## config.mk

```make
export PLATFORM = sky130hd
export DESIGN_NAME = shadow_backup_seq
export DESIGN_NICKNAME = d
export VERILOG_FILES = /design/src/rtl/shadow_seq_pkg.sv /design/src/rtl/nv_bit_cell.sv /design/src/rtl/nv_cell_array.sv /design/src/rtl/backup_restore_fsm.sv /design/src/rtl/shadow_backup_seq.sv
export SDC_FILE = /design/constraint.sdc
export NUM_CORES = 1
export LEC_CHECK = 0
export BUFFER_PORTS_ARGS = -buffer_cell sky130_fd_sc_hd__clkbuf_2
export CAP_MARGIN = 20
export CELL_PAD_IN_SITES_DETAIL_PLACEMENT = 1
export CELL_PAD_IN_SITES_GLOBAL_PLACEMENT = 1
export CORE_MARGIN = 4
export CORE_UTILIZATION = 41
export CTS_CLUSTER_DIAMETER = 100
export DETAILED_ROUTE_END_ITERATION = 10
export GPL_TIMING_DRIVEN = 0
export PLACE_DENSITY_LB_ADDON = 0.1
export SETUP_SLACK_MARGIN = 0.05
export SLEW_MARGIN = 5
export SYNTH_ARGS = -nofsm -noshare
export SYNTH_HDL_FRONTEND = slang
export SYNTH_SLANG_ARGS = --single-unit
```

## constraint.sdc

```tcl
create_clock -name clk_i -period 1.7 [get_ports clk_i]
set_clock_uncertainty 0.05 [all_clocks]
set_input_delay 0.085 -clock clk_i [delete_from_list [all_inputs] [get_ports clk_i]]
set_output_delay 0.085 -clock clk_i [all_outputs]
set_load 0.02 [all_outputs]
```

## src/rtl/shadow_seq_pkg.sv

```systemverilog
package shadow_seq_pkg;
  typedef enum logic [2:0] {
    ST_RUN = 3'd0,
    ST_BKP = 3'd1,
    ST_OFF = 3'd2,
    ST_REN = 3'd3,
    ST_RLD = 3'd4
  } seq_state_e;
endpackage

```

## src/rtl/nv_bit_cell.sv

```systemverilog
module nv_bit_cell (
  input  logic clk_i,
  input  logic rst_ni,
  input  logic d_i,
  input  logic upd_i,
  input  logic clr_i,
  input  logic sw_i,
  input  logic commit_i,
  input  logic ren_i,
  input  logic rld_i,
  output logic q_o
);
  logic work_q, shadow_q, sense_q;
  logic next_d;

  // input mux: core data or sensed shadow value
  assign next_d = rld_i ? sense_q : d_i;

  always_ff @(posedge clk_i or negedge rst_ni) begin
    if (!rst_ni) begin
      work_q   <= 1'b0;
      shadow_q <= 1'b0;
      sense_q  <= 1'b0;
    end else begin
      if (clr_i)              work_q <= 1'b0;
      else if (rld_i || upd_i) work_q <= next_d;
      if (sw_i && commit_i)   shadow_q <= work_q;
      if (ren_i)              sense_q <= shadow_q;
    end
  end

  assign q_o = work_q;
endmodule

```

## src/rtl/nv_cell_array.sv

```systemverilog
module nv_cell_array #(
  parameter int NUM_BITS   = 16,
  parameter int GROUP_BITS = 5,
  parameter int GW         = 2
) (
  input  logic                clk_i,
  input  logic                rst_ni,
  input  logic [NUM_BITS-1:0] d_i,
  input  logic                upd_i,
  input  logic                clr_i,
  input  logic                wr_active_i,
  input  logic [GW-1:0]       grp_i,
  input  logic                commit_i,
  input  logic                ren_i,
  input  logic                rld_i,
  output logic [NUM_BITS-1:0] q_o,
  output logic [NUM_BITS-1:0] sw_o
);
  for (genvar i = 0; i < NUM_BITS; i++) begin : g_bit
    localparam int GI = i / GROUP_BITS;
    assign sw_o[i] = wr_active_i && (grp_i == GW'(GI));
    nv_bit_cell u_cell (
      .clk_i    (clk_i),
      .rst_ni   (rst_ni),
      .d_i      (d_i[i]),
      .upd_i    (upd_i),
      .clr_i    (clr_i),
      .sw_i     (sw_o[i]),
      .commit_i (commit_i),
      .ren_i    (ren_i),
      .rld_i    (rld_i),
      .q_o      (q_o[i])
    );
  end


  grp_width_chk: assert property (@(posedge clk_i) disable iff (!rst_ni)
    $countones(sw_o) <= GROUP_BITS);


  off_clear_chk: assert property (@(posedge clk_i) disable iff (!rst_ni)
    clr_i |=> (q_o == '0));
endmodule

```

## src/rtl/backup_restore_fsm.sv

```systemverilog
module backup_restore_fsm
  import shadow_seq_pkg::*;
#(
  parameter int NUM_GROUPS = 4,
  parameter int WR_CYCLES  = 4,
  parameter int REN_CYCLES = 2,
  parameter int RLD_CYCLES = 1,
  parameter int GW         = 2,
  parameter int TW         = 3
) (
  input  logic          clk_i,
  input  logic          rst_ni,
  input  logic          pdn_req_i,
  input  logic          pup_req_i,
  output logic          stall_o,
  output logic          wr_active_o,
  output logic [GW-1:0] grp_o,
  output logic          commit_o,
  output logic          ren_o,
  output logic          rld_o,
  output logic          clr_o,
  output logic          backup_done_o,
  output logic          restore_done_o
);
  seq_state_e    state_q, state_d;
  logic [GW-1:0] grp_q, grp_d;
  logic [TW-1:0] tmr_q, tmr_d;
  logic          pend_q, pend_d;
  logic          bdone_q, bdone_d, rdone_q, rdone_d;
  logic          wr_last, ren_last, rld_last, grp_last, pend_now;

  assign wr_last  = (tmr_q == TW'(WR_CYCLES - 1));
  assign ren_last = (tmr_q == TW'(REN_CYCLES - 1));
  assign rld_last = (tmr_q == TW'(RLD_CYCLES - 1));
  assign grp_last = (grp_q == GW'(NUM_GROUPS - 1));
  assign pend_now = pend_q || pdn_req_i;

  always_comb begin
    state_d = state_q;
    grp_d   = grp_q;
    tmr_d   = tmr_q;
    pend_d  = pend_q;
    bdone_d = 1'b0;
    rdone_d = 1'b0;
    unique case (state_q)
      ST_RUN: if (pend_now) begin
        state_d = ST_BKP;
        grp_d   = '0;
        tmr_d   = '0;
        pend_d  = 1'b0;
      end
      ST_BKP: if (wr_last) begin
        tmr_d = '0;
        if (grp_last) begin
          state_d = ST_OFF;
          bdone_d = 1'b1;
        end else begin
          grp_d = grp_q + GW'(1);
        end
      end else begin
        tmr_d = tmr_q + TW'(1);
      end
      ST_OFF: if (pup_req_i) begin
        state_d = ST_REN;
        tmr_d   = '0;
      end
      ST_REN: begin
        pend_d = pend_now;
        if (ren_last) begin
          state_d = ST_RLD;
          tmr_d   = '0;
        end else begin
          tmr_d = tmr_q + TW'(1);
        end
      end
      ST_RLD: if (rld_last) begin
        rdone_d = 1'b1;
        tmr_d   = '0;
        grp_d   = '0;
        pend_d  = 1'b0;
        state_d = pend_now ? ST_BKP : ST_RUN;
      end else begin
        tmr_d  = tmr_q + TW'(1);
        pend_d = pend_now;
      end
      default: state_d = ST_RUN;
    endcase
  end

  always_ff @(posedge clk_i or negedge rst_ni) begin
    if (!rst_ni) begin
      state_q <= ST_RUN;
      grp_q   <= '0;
      tmr_q   <= '0;
      pend_q  <= 1'b0;
      bdone_q <= 1'b0;
      rdone_q <= 1'b0;
    end else begin
      state_q <= state_d;
      grp_q   <= grp_d;
      tmr_q   <= tmr_d;
      pend_q  <= pend_d;
      bdone_q <= bdone_d;
      rdone_q <= rdone_d;
    end
  end

  assign stall_o        = (state_q != ST_RUN);
  assign wr_active_o    = (state_q == ST_BKP);
  assign grp_o          = grp_q;
  assign commit_o       = wr_active_o && wr_last;
  assign ren_o          = (state_q == ST_REN);
  assign rld_o          = (state_q == ST_RLD);
  assign clr_o          = (state_q == ST_OFF);
  assign backup_done_o  = bdone_q;
  assign restore_done_o = rdone_q;


  load_after_enable_chk: assert property (@(posedge clk_i) disable iff (!rst_ni)
    $rose(rld_o) |-> $past(ren_o));


  done_after_load_chk: assert property (@(posedge clk_i) disable iff (!rst_ni)
    restore_done_o |-> $past(rld_o));
endmodule

```

## src/rtl/shadow_backup_seq.sv

```systemverilog
module shadow_backup_seq #(
  parameter int NUM_BITS   = 16,
  parameter int GROUP_BITS = 5,
  parameter int WR_CYCLES  = 4,
  parameter int REN_CYCLES = 2,
  parameter int RLD_CYCLES = 1
) (
  input  logic                clk_i,
  input  logic                rst_ni,
  input  logic [NUM_BITS-1:0] d_i,
  input  logic                we_i,
  input  logic                pdn_req_i,
  input  logic                pup_req_i,
  output logic [NUM_BITS-1:0] q_o,
  output logic                stall_o,
  output logic                backup_done_o,
  output logic                restore_done_o
);
  localparam int NUM_GROUPS = (NUM_BITS + GROUP_BITS - 1) / GROUP_BITS;
  localparam int GW   = (NUM_GROUPS > 1) ? $clog2(NUM_GROUPS) : 1;
  localparam int MAXC = (WR_CYCLES > REN_CYCLES)
                      ? ((WR_CYCLES > RLD_CYCLES) ? WR_CYCLES : RLD_CYCLES)
                      : ((REN_CYCLES > RLD_CYCLES) ? REN_CYCLES : RLD_CYCLES);
  localparam int TW   = (MAXC > 1) ? $clog2(MAXC + 1) : 1;
  localparam int HW   = $clog2(WR_CYCLES + 2);

  logic          wr_active, commit, ren, rld, clr, upd;
  logic [GW-1:0] grp;
  logic [NUM_BITS-1:0] sw;

  assign upd = we_i && !stall_o;

  backup_restore_fsm #(
    .NUM_GROUPS (NUM_GROUPS),
    .WR_CYCLES  (WR_CYCLES),
    .REN_CYCLES (REN_CYCLES),
    .RLD_CYCLES (RLD_CYCLES),
    .GW         (GW),
    .TW         (TW)
  ) u_fsm (
    .clk_i          (clk_i),
    .rst_ni         (rst_ni),
    .pdn_req_i      (pdn_req_i),
    .pup_req_i      (pup_req_i),
    .stall_o        (stall_o),
    .wr_active_o    (wr_active),
    .grp_o          (grp),
    .commit_o       (commit),
    .ren_o          (ren),
    .rld_o          (rld),
    .clr_o          (clr),
    .backup_done_o  (backup_done_o),
    .restore_done_o (restore_done_o)
  );

  nv_cell_array #(
    .NUM_BITS   (NUM_BITS),
    .GROUP_BITS (GROUP_BITS),
    .GW         (GW)
  ) u_array (
    .clk_i       (clk_i),
    .rst_ni      (rst_ni),
    .d_i         (d_i),
    .upd_i       (upd),
    .clr_i       (clr),
    .wr_active_i (wr_active),
    .grp_i       (grp),
    .commit_i    (commit),
    .ren_i       (ren),
    .rld_i       (rld),
    .q_o         (q_o),
    .sw_o        (sw)
  );

  // checker: length of the current run of an unchanged, non-empty write vector
  logic [NUM_BITS-1:0] sw_prev_q;
  logic [HW-1:0]       run_q, run_cur;
  assign run_cur = (|sw) ? ((sw == sw_prev_q) ? run_q + HW'(1) : HW'(1)) : '0;

  always_ff @(posedge clk_i or negedge rst_ni) begin
    if (!rst_ni) begin
      sw_prev_q <= '0;
      run_q     <= '0;
    end else begin
      sw_prev_q <= sw;
      run_q     <= run_cur;
    end
  end


  write_hold_chk: assert property (@(posedge clk_i) disable iff (!rst_ni)
    commit |-> (run_cur == HW'(WR_CYCLES)));


  no_overlap_chk: assert property (@(posedge clk_i) disable iff (!rst_ni)
    (ren || rld) |-> (sw == '0));


  frozen_backup_chk: assert property (@(posedge clk_i) disable iff (!rst_ni)
    wr_active |=> $stable(q_o));


  done_stalled_chk: assert property (@(posedge clk_i) disable iff (!rst_ni)
    backup_done_o |-> stall_o);
endmodule

```

After elaboration in Yosys (flattened, before gate mapping)

Cells that the tools add are included.
W data, S select, Z words.

Add/sub/neg operators: 2
Equality and inequality tests: 16
Multiplexer cells: 75
Reduce and logical (&&, ||, !) cells: 25

Operators by type and width:

| kind                  | count |
|---|---|
| $mux W1               | 56 |
| $mux W3               | 11 |
| $pmux W3 S5           | 2 |
| $logic_and A1 B1 Y1   | 10 |
| $ne A2 B2 Y1 const B  | 5 |
| $eq A3 B2 Y1 const B  | 3 |
| $reduce_bool A3 Y1    | 3 |
| $mux W2               | 4 |
| $eq A3 B1 Y1 const B  | 2 |
| $logic_not A3 Y1      | 2 |
| $pmux W2 S3           | 1 |
| $reduce_and A6 Y1     | 1 |
| $reduce_and A5 Y1     | 1 |
| $reduce_bool A5 Y1    | 1 |
| $eq A2 B2 Y1 const B  | 2 |
| $ne A2 B1 Y1 const B  | 2 |
| $add A3 B1 Y3 const B | 1 |
| $eq A3 B3 Y1 const B  | 1 |
| $pmux W1 S3           | 1 |
| $reduce_and A3 Y1     | 1 |
| $add A2 B1 Y2 const B | 1 |
| $eq A2 B1 Y1 const B  | 1 |
| $logic_not A2 Y1      | 1 |
| $logic_or A1 B1 Y1    | 2 |
| 3 further kinds       | 3 |

Flip-flop bits (word level): 59
Input port bits: 21
Output and inout bits: 19
Word-level logic and storage cells: 172

Depth between registers and ports, before layout

Gate-level depths: netlist of the first run.

Word-level depth: 6
Depth in mapped cells: 7

Hierarchy

A second synthesis of the first run with hierarchy kept.

Cell total of the unflattened synthesis: 255
Area total of the unflattened synthesis: 3,037.9 um2

Modules (own cells, without submodules):

| module             | instances | cells an instance | area an instance (um2) | sequential area each (um2) |
|---|---|---|---|---|
| nv_bit_cell        | 16        | 10                | 133.9                  | 75.1 |
| backup_restore_fsm | 1         | 78                | 754.5                  | 275.3 |
| nv_cell_array      | 1         | 16                | 127.6                  | 0.0 |
| shadow_backup_seq  | 1         | 1                 | 13.8                   | 0.0 |

Least setup slack after synthesis of the first run

No wires, ideal clock.

Path kind: flip-flop to flip-flop
Start: register u_fsm.tmr_q[0]
End: register u_fsm.state_q[0]
Library setup time: 0.128 ns
Arrival time: 1.564 ns
Required time: 1.522 ns
Setup slack: -0.042 ns
Cell stages (with the launch flop): 7
Buffers on the path: 0
Path through: dfrtp_1 inv_1 ha_1 nand2b_1 a32o_1 nor4b_4 mux2_1

Longest elaborated chain between the ends: 3
Elaborated cells between the ends (all ways): 7
Those cells by class: eq/ne: 5; reduce/logical: 2

RTL lines:

| element                                                       | RTL line                  | source |
|---|---|---|
| start: declaration                                            | backup_restore_fsm.sv:27  | `logic [TW-1:0] tmr_q, tmr_d;` |
| start signal: assignment                                      | backup_restore_fsm.sv:101 | `tmr_q <= tmr_d;` |
| $eq A3 B1 Y1, or another cell as far along                    | backup_restore_fsm.sv:33  | `assign ren_last = (tmr_q == TW'(REN_CYCLES - 1));` |
| $ne A2 B1 Y1 (no line) / $ne A2 B2 Y1 (equally long branches) | -                         |  |
| $reduce_and A6 Y1 (no line) (*)                               | -                         |  |
| end signal: assignment                                        | backup_restore_fsm.sv:99  | `state_q <= state_d;` |
| end: declaration                                              | backup_restore_fsm.sv:25  | `seq_state_e state_q, state_d;` |

Mark *: on every way between the ends. The rest lies on a longest branch, timed or not.
A chain may end at the register's enable or synchronous reset.

Worst setup path after layout of the first run

Start: register u_fsm.tmr_q[1]
End: register u_fsm.state_q[0]

Same word-level chain as after synthesis.

==> metrics.cfg, run 1 <==
[logic_synthesis]
async_flop_share=1.00
synth_cell_types=42
synth_cells=235
yosys.area.top_type_share=0.519
avgSynthCellArea_um2=12.1
synth-edff-count=0
syn-num-nets=265
ys.flop_type=dfrtp_1
ys_ff_latch=59
synthTopCellsByArea=dfrtp_1 (52%), mux2_2 (7.9%), mux2i_1 (6.3%), mux2_1 (5.9%), buf_4 (5.0%)
synth_top_area_cell=dfrtp_1
netlist_area_um2=2850
ys_seq_area_frac=0.519
yosys_warnings=0

[sta]
setup_violations=11
drv_slew=0
setup_ws_ps=-101
worst_slew_pin_slew_ps=815
layout_min_cycle_time_ps=1800
timing.final.crit_share=1.06
worst_hold_slack_ps=-14.2
setup-tns-final_ps=-371
slew_headroom=0.456
grt_setup_unrepaired=true
finalHoldViolations=1
fmax_mhz=555

[worst_hold_path]
min_delay_worst_endpoint=u_array.g_bit[9].u_cell.q_o
min_from=d_i[9]
hold_path.class=input pin to flop
min_delay_path_depth=3

[die]
start_util=0.421
die_height_um=91.3
ios=40
coreArea_um2=6760
num_rows=30
die_w_um=91.3
dieArea_um2=8340

[setup_path]
crit_type=flop to flop
path_cells=inv_2 -> ha_4 -> nand2b_4 -> a32o_2 -> nor4b_4 -> mux2_4
r2r_start=u_fsm.tmr_q[1]
crit_fanout=2
worst_path_max_delay_cell=dfrtp_1
reg2reg_to=u_fsm.state_q[0]
crit_family=flip-flops
critical_path.max_stage_delay_ps=400
cp.arrival_ps=1980
rrSetupSlack_ps=-100
end_kind=flop
critPathBufInv=1
required_ps=1870
reg2reg_depth=6
cp-start-kind=flop

[cts]
cts_made_buffers=9
clk_pin_slew_ps=70
cts.path.max_buffers=2
htreeDepth=3
cts_tree=done
clock-sinks=59
root_buffer=clkbuf_8
clkLatencyLatePin_ps=330

[placement]
port_buffers=39
place_inst=354
globalplace.congestion=0.710
pre_cts_slack_ps=-370
hpwlAfterDp_mm=4.23

[grt]
grt_max_degree=60
overflow=0
grt_usage=0.178
grt_pass1_vias=2188
antenna_found_initial=0
grt_pass1_wl_mm=11.5

[pwr]
ir_drop_v=0.000705
cellLeakagePower_nw=1.99
finalPower_mw=7.16
p_per_area_nw_per_um2=1820

[routing]
drt-pass1-iter-count=4
wire_per_inst_um=18.1
ant_nets=0
drt_drc_violations_left=0
num_vias=2037
avgViaCountPerCell=5.11
wl_mm=7.24
drtIter0Drc=65

[job]
drv_cap=0

[finish]
nNetsFinal=344
drive_gt1_frac=0.502
final_cell_mix=dfrtp_1 (57), clkbuf_2 (38), buf_4 (30)
fin_cells=399
regArea_um2=1480
multi_input_area_um2=1350
layout_commonest_cell=dfrtp_1
diodes=0
nFillCells=701
syn2layout_area_growth_pct=38.3

[run_status]
violations=negative hold slack, negative setup slack
status=complete, but fails checks

cell type report:
cell class / instances / share of cell area
plain buffers: 26 / 0.0655
multi-input cells: 143 / 0.342
clock inverters: 3 / 0.0175
well taps: 80 / 0.0254
clock buffers: 13 / 0.0429
inverters: 7 / 0.00668
flip-flops and latches: 59 / 0.376
repair buffers: 68 / 0.124
synth_stat cells, types with 2 or more instances:
cell,number
a21oi_1,3
buf_2,3
buf_4,19
buf_6,2
clkbuf_1,2
dfrtp_1,59
ha_1,9
inv_1,6
mux2_1,15
mux2_2,20
mux2i_1,18
nand2_1,19
nand2_2,2
nand2b_1,3
nor2_1,7
nor2_2,2
nor2b_1,3
o21ai_0,19
report_power, final:
group          total [mW]  switching [mW]  internal, mW
Combinational        3.48            1.63          1.84
Clock                1.52           0.570         0.950
Sequential           2.16           0.325          1.84
Total                7.16            2.53          4.63
worst max-delay path by stage:
stage	startpoint	end	slack [ps]	depth (start not counted)
2_1_floorplan	u_fsm.tmr_q[1]	u_fsm.state_q[0]	-20	6
3_3_place_gp	u_fsm.state_q[2]	u_array.g_bit[8].u_cell.q_o	-310	3
3_5_place_dp	u_fsm.state_q[2]	u_array.g_bit[5].u_cell.q_o	-370	3
4_1_cts	u_fsm.tmr_q[0]	u_fsm.state_q[1]	-160	6
5_1_grt	u_fsm.tmr_q[1]	u_fsm.state_q[0]	-160	6
6_report	u_fsm.tmr_q[1]	u_fsm.state_q[0]	-100	6
cells by family (layout without fill, tap and decap cells):
kind of cell / Yosys count / in the layout / share of synthesized area
XOR/XNOR: 1 / 1 / 0.00308
buffers and inverters: 33 / 117 / 0.0752
adder cells (fa/ha/maj): 9 / 9 / 0.0396
AND/OR/NAND/NOR: 49 / 49 / 0.0959
AO/OA/AOI/OAI: 31 / 31 / 0.0655
multiplexers: 53 / 53 / 0.202
flip-flops: 59 / 59 / 0.519
per-stage QoR:
stage / cell area [um^2] / utilization
final: 3940 / 0.582
after global routing: 3940 / 0.582
after CTS: 3780 / 0.559
after detailed placement: 3140 / 0.465
after global placement: 3140 / 0.465
after floorplan: 2850 / -
tightest hold or removal path: stages:
cell,delay (ps)
clkbuf_2,80
mux2i_1,50
o21ai_1,110
repair_timing:
item                                    in CTS  in global routing
pin swaps                                   10                  5
gates resized for setup                     48                 24
endpoints found under the hold margin       68                  0
buffers inserted                            13                  7
endpoints found under the setup margin      40                 44
hold buffers                                10                  0
state kept, by name (all words and copies together) (netlist names):
| signal | cells |
|---|---|
| u_array.g_bit.u_cell.q_o | 16 |
| u_array.g_bit.u_cell.sense_q | 16 |
| u_array.g_bit.u_cell.shadow_q | 16 |
| u_fsm.backup_done_o | 1 |
| u_fsm.grp_o | 2 |
| u_fsm.pend_q | 1 |
| u_fsm.restore_done_o | 1 |
| u_fsm.state_q | 3 |
| u_fsm.tmr_q | 3 |
routing by layer:
metal  vias up  wire length (um)  share of wire  track usage
met2        43              3830           0.53        0.300
met1      1033              3080           0.43        0.224
li1        953                 -              -            -
met3         8               249          0.034       0.0464
met5         -                 0              0            0
met4         0                72          0.010       0.0528
Note: power is estimated with default switching activity, not from simulation.
==> inputs of run 2 (changes only) <==
- ABC_AREA: default -> 1
- CORE_UTILIZATION: 41 -> 39
==> metrics.cfg, run 2 <==
[run_status]
status=completed

[setup_path]
crit_fanout=8  ; +6
end_kind=primary output
cp.arrival_ps=1440  ; -540 ps
worst-path-stages=5  ; -1
crit_family=buffers and inverters
required_ps=1560  ; -310 ps
reg2reg_to=u_array.g_bit[4].u_cell.q_o
rrSetupSlack_ps=140  ; +240 ps
reg2reg_depth=7  ; +1
critical_path.max_stage_delay_ps=380  ; -20 ps
path_cells=clkbuf_4 -> nor2_4 -> buf_4 -> nand2_1 -> clkbuf_2
crit_type=flop to primary output
critPathBufInv=3  ; +2
worst_path_max_delay_cell=dfrtp_1
cp-start-kind=flop
r2r_start=u_fsm.state_q[1]

[die]
die_w_um=94.3  ; +3.2%
num_rows=31  ; +3.3%
coreArea_um2=7250  ; +7.4%
dieArea_um2=8880  ; +6.6%
die_height_um=94.3  ; +3.2%
ios=40  ; unchanged
start_util=0.400  ; -0.0211

[finish]
diodes=0  ; unchanged
layout_commonest_cell=nand2_1
nNetsFinal=428  ; +24%
syn2layout_area_growth_pct=25.4
drive_gt1_frac=0.293  ; -0.209
final_cell_mix=nand2_1 (97), dfrtp_1 (57), inv_1 (48)
fin_cells=502  ; +26%
finalInstanceArea_um2=3640  ; -7.5%

[sta]
timing.final.crit_share=0.929  ; -0.131
grt_setup_unrepaired=true
worst_slew_pin_slew_ps=274  ; -542 ps
layout_min_cycle_time_ps=1580  ; -222 ps
slew_headroom=0.817  ; +0.361
drv_slew=0  ; unchanged
fmax_mhz=633  ; +14%
setup_violations=0  ; -11
setup_ws_ps=121  ; +222 ps
finalHoldViolations=0  ; -1

[logic_synthesis]
yosys.area.top_type_share=0.509  ; -0.0101
netlist_area_um2=2900  ; +2.0%
ys.flop_type=dfrtp_1
synth_most_common_cell=nand2_1
synthTopCellsByArea=dfrtp_1 (51%), nand2_1 (13%), o21ai_0 (7.2%), inv_1 (6.2%), buf_4 (4.4%)
synth-edff-count=0  ; unchanged
avgSynthCellArea_um2=8.58  ; -29%
synth_cells=338  ; +44%
ys_ff_latch=59  ; unchanged
synth_cell_types=22  ; -48%
synth_top_area_cell=dfrtp_1
syn-num-nets=368  ; +39%
async_flop_share=1.00  ; unchanged
netlist_top_cells_count=nand2_1 (98), dfrtp_1 (59), inv_1 (48)
yosys_warnings=0  ; unchanged
ys_seq_area_frac=0.509  ; -0.0101

[placement]
place_inst=477  ; +35%
globalplace.congestion=0.778  ; +9.6%
hpwlAfterDp_mm=4.87  ; +15%
pre_cts_slack_ps=-62.2  ; +308 ps
port_buffers=39  ; unchanged
post_dp_cell_area_um2=3250  ; +3.4%

[pwr]
p_per_area_nw_per_um2=1880  ; +3.5%
power_frac_comb=0.441  ; -0.045
swShare=0.397  ; +0.0436
p_seq_frac=0.328  ; +0.026
ir_drop_v=0.000934  ; +33%
cellLeakagePower_nw=2.01  ; +1.1%
finalPower_mw=6.85  ; -4.3%
pwr-share-clk=0.231  ; +0.019
internal_power_mw=4.13  ; -11%
switchingPower_mw=2.72  ; +7.5%

[grt]
grt_pass1_vias=2613  ; +19%
busiest_layer=met2
grt_max_degree=48  ; -20%
grt_usage=0.184  ; +0.00633
met2_usage=0.325  ; +0.0246
use_met1=0.224  ; about the same
grt_pass1_wl_mm=12.5  ; +8.3%
antenna_found_initial=0  ; unchanged
met3_usage=0.0296  ; -0.0167
overflow=0  ; unchanged

[routing]
ant_nets=0  ; unchanged
drtIter0Drc=75  ; +15%
num_vias=2366  ; +16%
wl_mm=7.27  ; +0.48%
drt-pass1-iter-count=4  ; unchanged
wire_per_inst_um=14.5  ; -20%
drt_drc_violations_left=0  ; unchanged
avgViaCountPerCell=4.71  ; -7.7%

[worst_hold_path]
hold_path.class=input pin to flop
min_delay_path_depth=5  ; +2
min_from=d_i[15]
min_delay_worst_endpoint=u_array.g_bit[15].u_cell.q_o

[cts]
cts_tree=done
clock-sinks=59  ; unchanged
clk_pin_slew_ps=70  ; about the same
cts_made_buffers=9  ; unchanged
root_buffer=clkbuf_8
cts.path.max_buffers=2  ; unchanged
htreeDepth=3  ; unchanged
clkLatencyLatePin_ps=330  ; about the same

[job]
drv_cap=0  ; unchanged

[run 2: cell count changes in the layout (fill, tap and decap cells not counted), moves of 6 or more]
cell / delta
buf_4: -7
buf_6: -8
dlygate4sd3_1: -8
inv_1: +44
mux2_2: -17
mux2_4: -15
mux2i_1: -18
nand2_1: +79
nand3_1: +8
o21ai_0: +19
o21ai_1: +6
o22ai_2: +9
[run 2: worst register-to-register path, delay by kind of cell, from the launching register on]
family	cells	cell delay [ps]
buffers and inverters	2	370
AND/OR/NAND/NOR	4	540
AO/OA/AOI/OAI	1	140
flip-flops	1	380
[run 2: timing repair]
item                                   CTS  global route
hold buffers                             2             0
endpoints found under the hold margin   60             0
resized for setup                        4            19
setup endpoints to repair               14            33
setup buffers                            7             0
pin swaps                                2             0
[run 2: power groups by stage]
stage                     Combinational, mW  Sequential [mW]  Clock [mW]
after floorplan                        2.08             2.15           0
after global placement                 2.72             2.22           0
after detailed placement               2.80             2.25           0
after CTS                              2.96             2.23        1.62
after global routing                   3.40             2.31        1.69
final                                  3.02             2.24        1.58
[run 2: how the worst max path moves through the flow]
| stage | from | to | slack [ps] |
|---|---|---|---|
| floorplan | u_fsm.state_q[1] | u_array.g_bit[13].u_cell.q_o | 330 |
| global placement | u_fsm.state_q[1] | u_array.g_bit[8].u_cell.q_o | -40 |
| detailed placement | u_fsm.state_q[1] | u_array.g_bit[7].u_cell.q_o | -60 |
| CTS | u_fsm.state_q[2] | u_array.g_bit[6].u_cell.q_o | 50 |
| global route | u_fsm.state_q[1] | u_array.g_bit[4].u_cell.q_o | 30 |
| finish | u_fsm.state_q[1] | stall_o | 120 |
[run 2: metrics by stage]
stage,utilization,hold slack [ps],setup TNS (ps)
2_1_floorplan,-,-261,0
3_3_place_gp,0.444,307,-131
3_5_place_dp,0.448,-59.5,-235
4_1_cts,0.494,16.5,0
5_1_grt,0.502,57.0,0
6_report,0.502,22.9,0
[run 2: kinds of logic after synthesis]
family / share of synthesized area
compound gates: 0.134
fa+ha+maj: 0.0388
buf+inv: 0.122
flops: 0.509
simple gates: 0.196
[run 2: final cells by class]
cell class / instances / area, um^2
fillers: 884 / 3610
repair buffers: 49 / 310
inverters: 50 / 188
clock inverters: 5 / 100
clock buffers: 11 / 141
plain buffers: 24 / 174
multi-input cells: 205 / 1120
flip-flops and latches: 59 / 1480
well taps: 99 / 124
[run 2: routing by layer]
layer / vias to the layer above / share of wire / wire length, um
met5: - / 0 / 0
met4: 0 / 0.014 / 105
met3: 9 / 0.026 / 189
met2: 34 / 0.52 / 3750
met1: 1158 / 0.44 / 3220
li1: 1165 / - / -
==> inputs of run 3 (changes only) <==
- CORE_UTILIZATION: 39 -> 46
- MAX_ROUTING_LAYER: default -> met4
- TNS_END_PERCENT: default -> 1
- clock period: 1.7 -> 2 ns (I/O delays scaled with it)
==> metrics.cfg, run 3 (same netlist as run 2, synthesis figures left out) <==
[sta]
timing.final.crit_share=0.862
setup_violations=0  ; unchanged
setup_ws_ps=276  ; +155 ps
fmax_mhz=580
worst_slew_pin_slew_ps=807  ; +534 ps
drv_slew=0  ; unchanged
finalHoldViolations=0  ; unchanged
slew_headroom=0.462  ; -0.356
grt_setup_unrepaired=false
setup-tns-final_ps=0  ; unchanged
worst_hold_slack_ps=12.0  ; -10.9 ps
layout_min_cycle_time_ps=1720

[setup_path]
crit_type=flop to flop
startpoint=u_fsm.state_q[0]
cp.arrival_ps=1900  ; +460 ps
r2r_start=u_fsm.state_q[0]
cp-start-kind=flop
end_kind=flop
crit_fanout=10  ; +2
reg2reg_to=u_array.g_bit[5].u_cell.q_o
rrSetupSlack_ps=280  ; +140 ps
reg2reg_depth=5  ; -2
required_ps=2170  ; +610 ps

[cts]
post-cts-setup-buffer-count=0  ; -7
clk_pin_slew_ps=70  ; about the same
htreeDepth=3  ; unchanged
clock-sinks=59  ; unchanged
root_buffer=clkbuf_8
cts_made_buffers=9  ; unchanged
cts.path.max_buffers=2  ; unchanged
cts_tree=done
clkLatencyLatePin_ps=340  ; about the same

[routing]
num_vias=2354  ; -0.51%
drtIter0Drc=80  ; +6.7%
wire_per_inst_um=15.3  ; +6.0%
avgViaCountPerCell=5.02  ; +6.5%
wl_mm=7.20  ; -1.0%
drt-pass1-iter-count=4  ; unchanged
ant_nets=0  ; unchanged
drt_drc_violations_left=0  ; unchanged

[die]
die_w_um=87.4  ; -7.3%
num_rows=28  ; -9.7%
coreArea_um2=6030  ; -17%
die_height_um=87.4  ; -7.3%
start_util=0.482  ; +0.0815
ios=40  ; unchanged
dieArea_um2=7640  ; -14%

[worst_hold_path]
min_delay_path_depth=3  ; -2
hold_path.class=input pin to flop
min_delay_worst_endpoint=u_fsm.pend_q
min_from=pdn_req_i

[grt]
grt_max_degree=60  ; +25%
grt_pass1_wl_mm=12.2  ; -1.9%
antenna_found_initial=0  ; unchanged
grt_pass1_vias=2586  ; -1.0%
grt_usage=0.216  ; +0.0323
overflow=0  ; unchanged

[pwr]
swShare=0.420  ; +0.0234
power_frac_comb=0.443  ; +0.002
switchingPower_mw=2.25  ; -17%
pwr-share-clk=0.203  ; -0.028
cellLeakagePower_nw=1.90  ; -5.3%
p_seq_frac=0.353  ; +0.025
ir_drop_v=0.000687  ; -26%
p_per_area_nw_per_um2=1580  ; -16%
internal_power_mw=3.11  ; -25%

[finish]
regArea_um2=1480  ; -0.17%
multi_input_area_um2=1070  ; -4.7%
syn2layout_area_growth_pct=17.1
diodes=0  ; unchanged
drive_gt1_frac=0.254  ; -0.0390
layout_commonest_cell=nand2_1
nFillCells=762  ; -14%
nNetsFinal=419  ; -2.1%
fin_util=0.564  ; +0.0621
final_cell_mix=nand2_1 (98), dfrtp_1 (59), inv_1 (48)
fin_cells=469  ; -6.6%

[placement]
hpwlAfterDp_mm=4.94  ; +1.4%
place_inst=452  ; -5.2%
globalplace.congestion=0.802  ; +3.1%
port_buffers=39  ; unchanged
pre_cts_slack_ps=281  ; +344 ps

[run_status]
status=completed

[job]
drv_cap=0  ; unchanged

==> run 3: power by group through the flow <==
stage                     sequential [mW]  clock [mW]  combinational, mW
after floorplan                      1.83           0               1.77
after global placement               1.88           0               2.29
after detailed placement             1.91           0               2.38
after CTS                            1.90        1.10               2.41
after global routing                 1.95        1.16               2.67
final                                1.89        1.09               2.38
==> run 3: critical path: stages (launching register included) <==
cell,delay [ps]
dfrtp_1,500
nor2_4,260
nand2_4,120
clkbuf_1,280
o21ai_0,310
o22ai_2,90
==> run 3: worst max-delay path by stage <==
stage,slack (ps),cells past startpoint,end
2_1_floorplan,630,6,u_array.g_bit[13].u_cell.q_o
3_3_place_gp,300,6,u_array.g_bit[5].u_cell.q_o
3_5_place_dp,280,6,u_array.g_bit[5].u_cell.q_o
4_1_cts,270,5,u_array.g_bit[2].u_cell.q_o
5_1_grt,130,5,u_array.g_bit[7].u_cell.q_o
6_report,280,5,u_array.g_bit[5].u_cell.q_o
==> run 3: timing repair <==
action | in CTS | in global routing
hold buffers | 1 | 0
hold endpoints to repair | 59 | 0
resized for setup | 0 | 0
==> run 3: final cells by class <==
type                    instances  share of cell area
clock buffers                  11              0.0416
multi-input cells             205               0.315
plain buffers                  24              0.0494
inverters                      50              0.0552
well taps                      75              0.0276
clock inverters                 5              0.0155
flip-flops and latches         59               0.435
repair buffers                 40              0.0611
==> run 3: stage by stage <==
step	cell area (um^2)	power, mW
5_1_grt	3400	5.78
4_1_cts	3400	5.41
3_3_place_gp	3190	4.17
3_5_place_dp	3190	4.29
6_report	3400	5.36
2_1_floorplan	2900	3.60
==> run 3: routing by layer <==
layer / share of wire / wire length (um) / global-route usage
met2: 0.49 / 3540 / 0.356
met4: 0.024 / 170 / 0.0921
met5: 0 / 0 / -
met3: 0.028 / 204 / 0.0312
met1: 0.46 / 3280 / 0.266
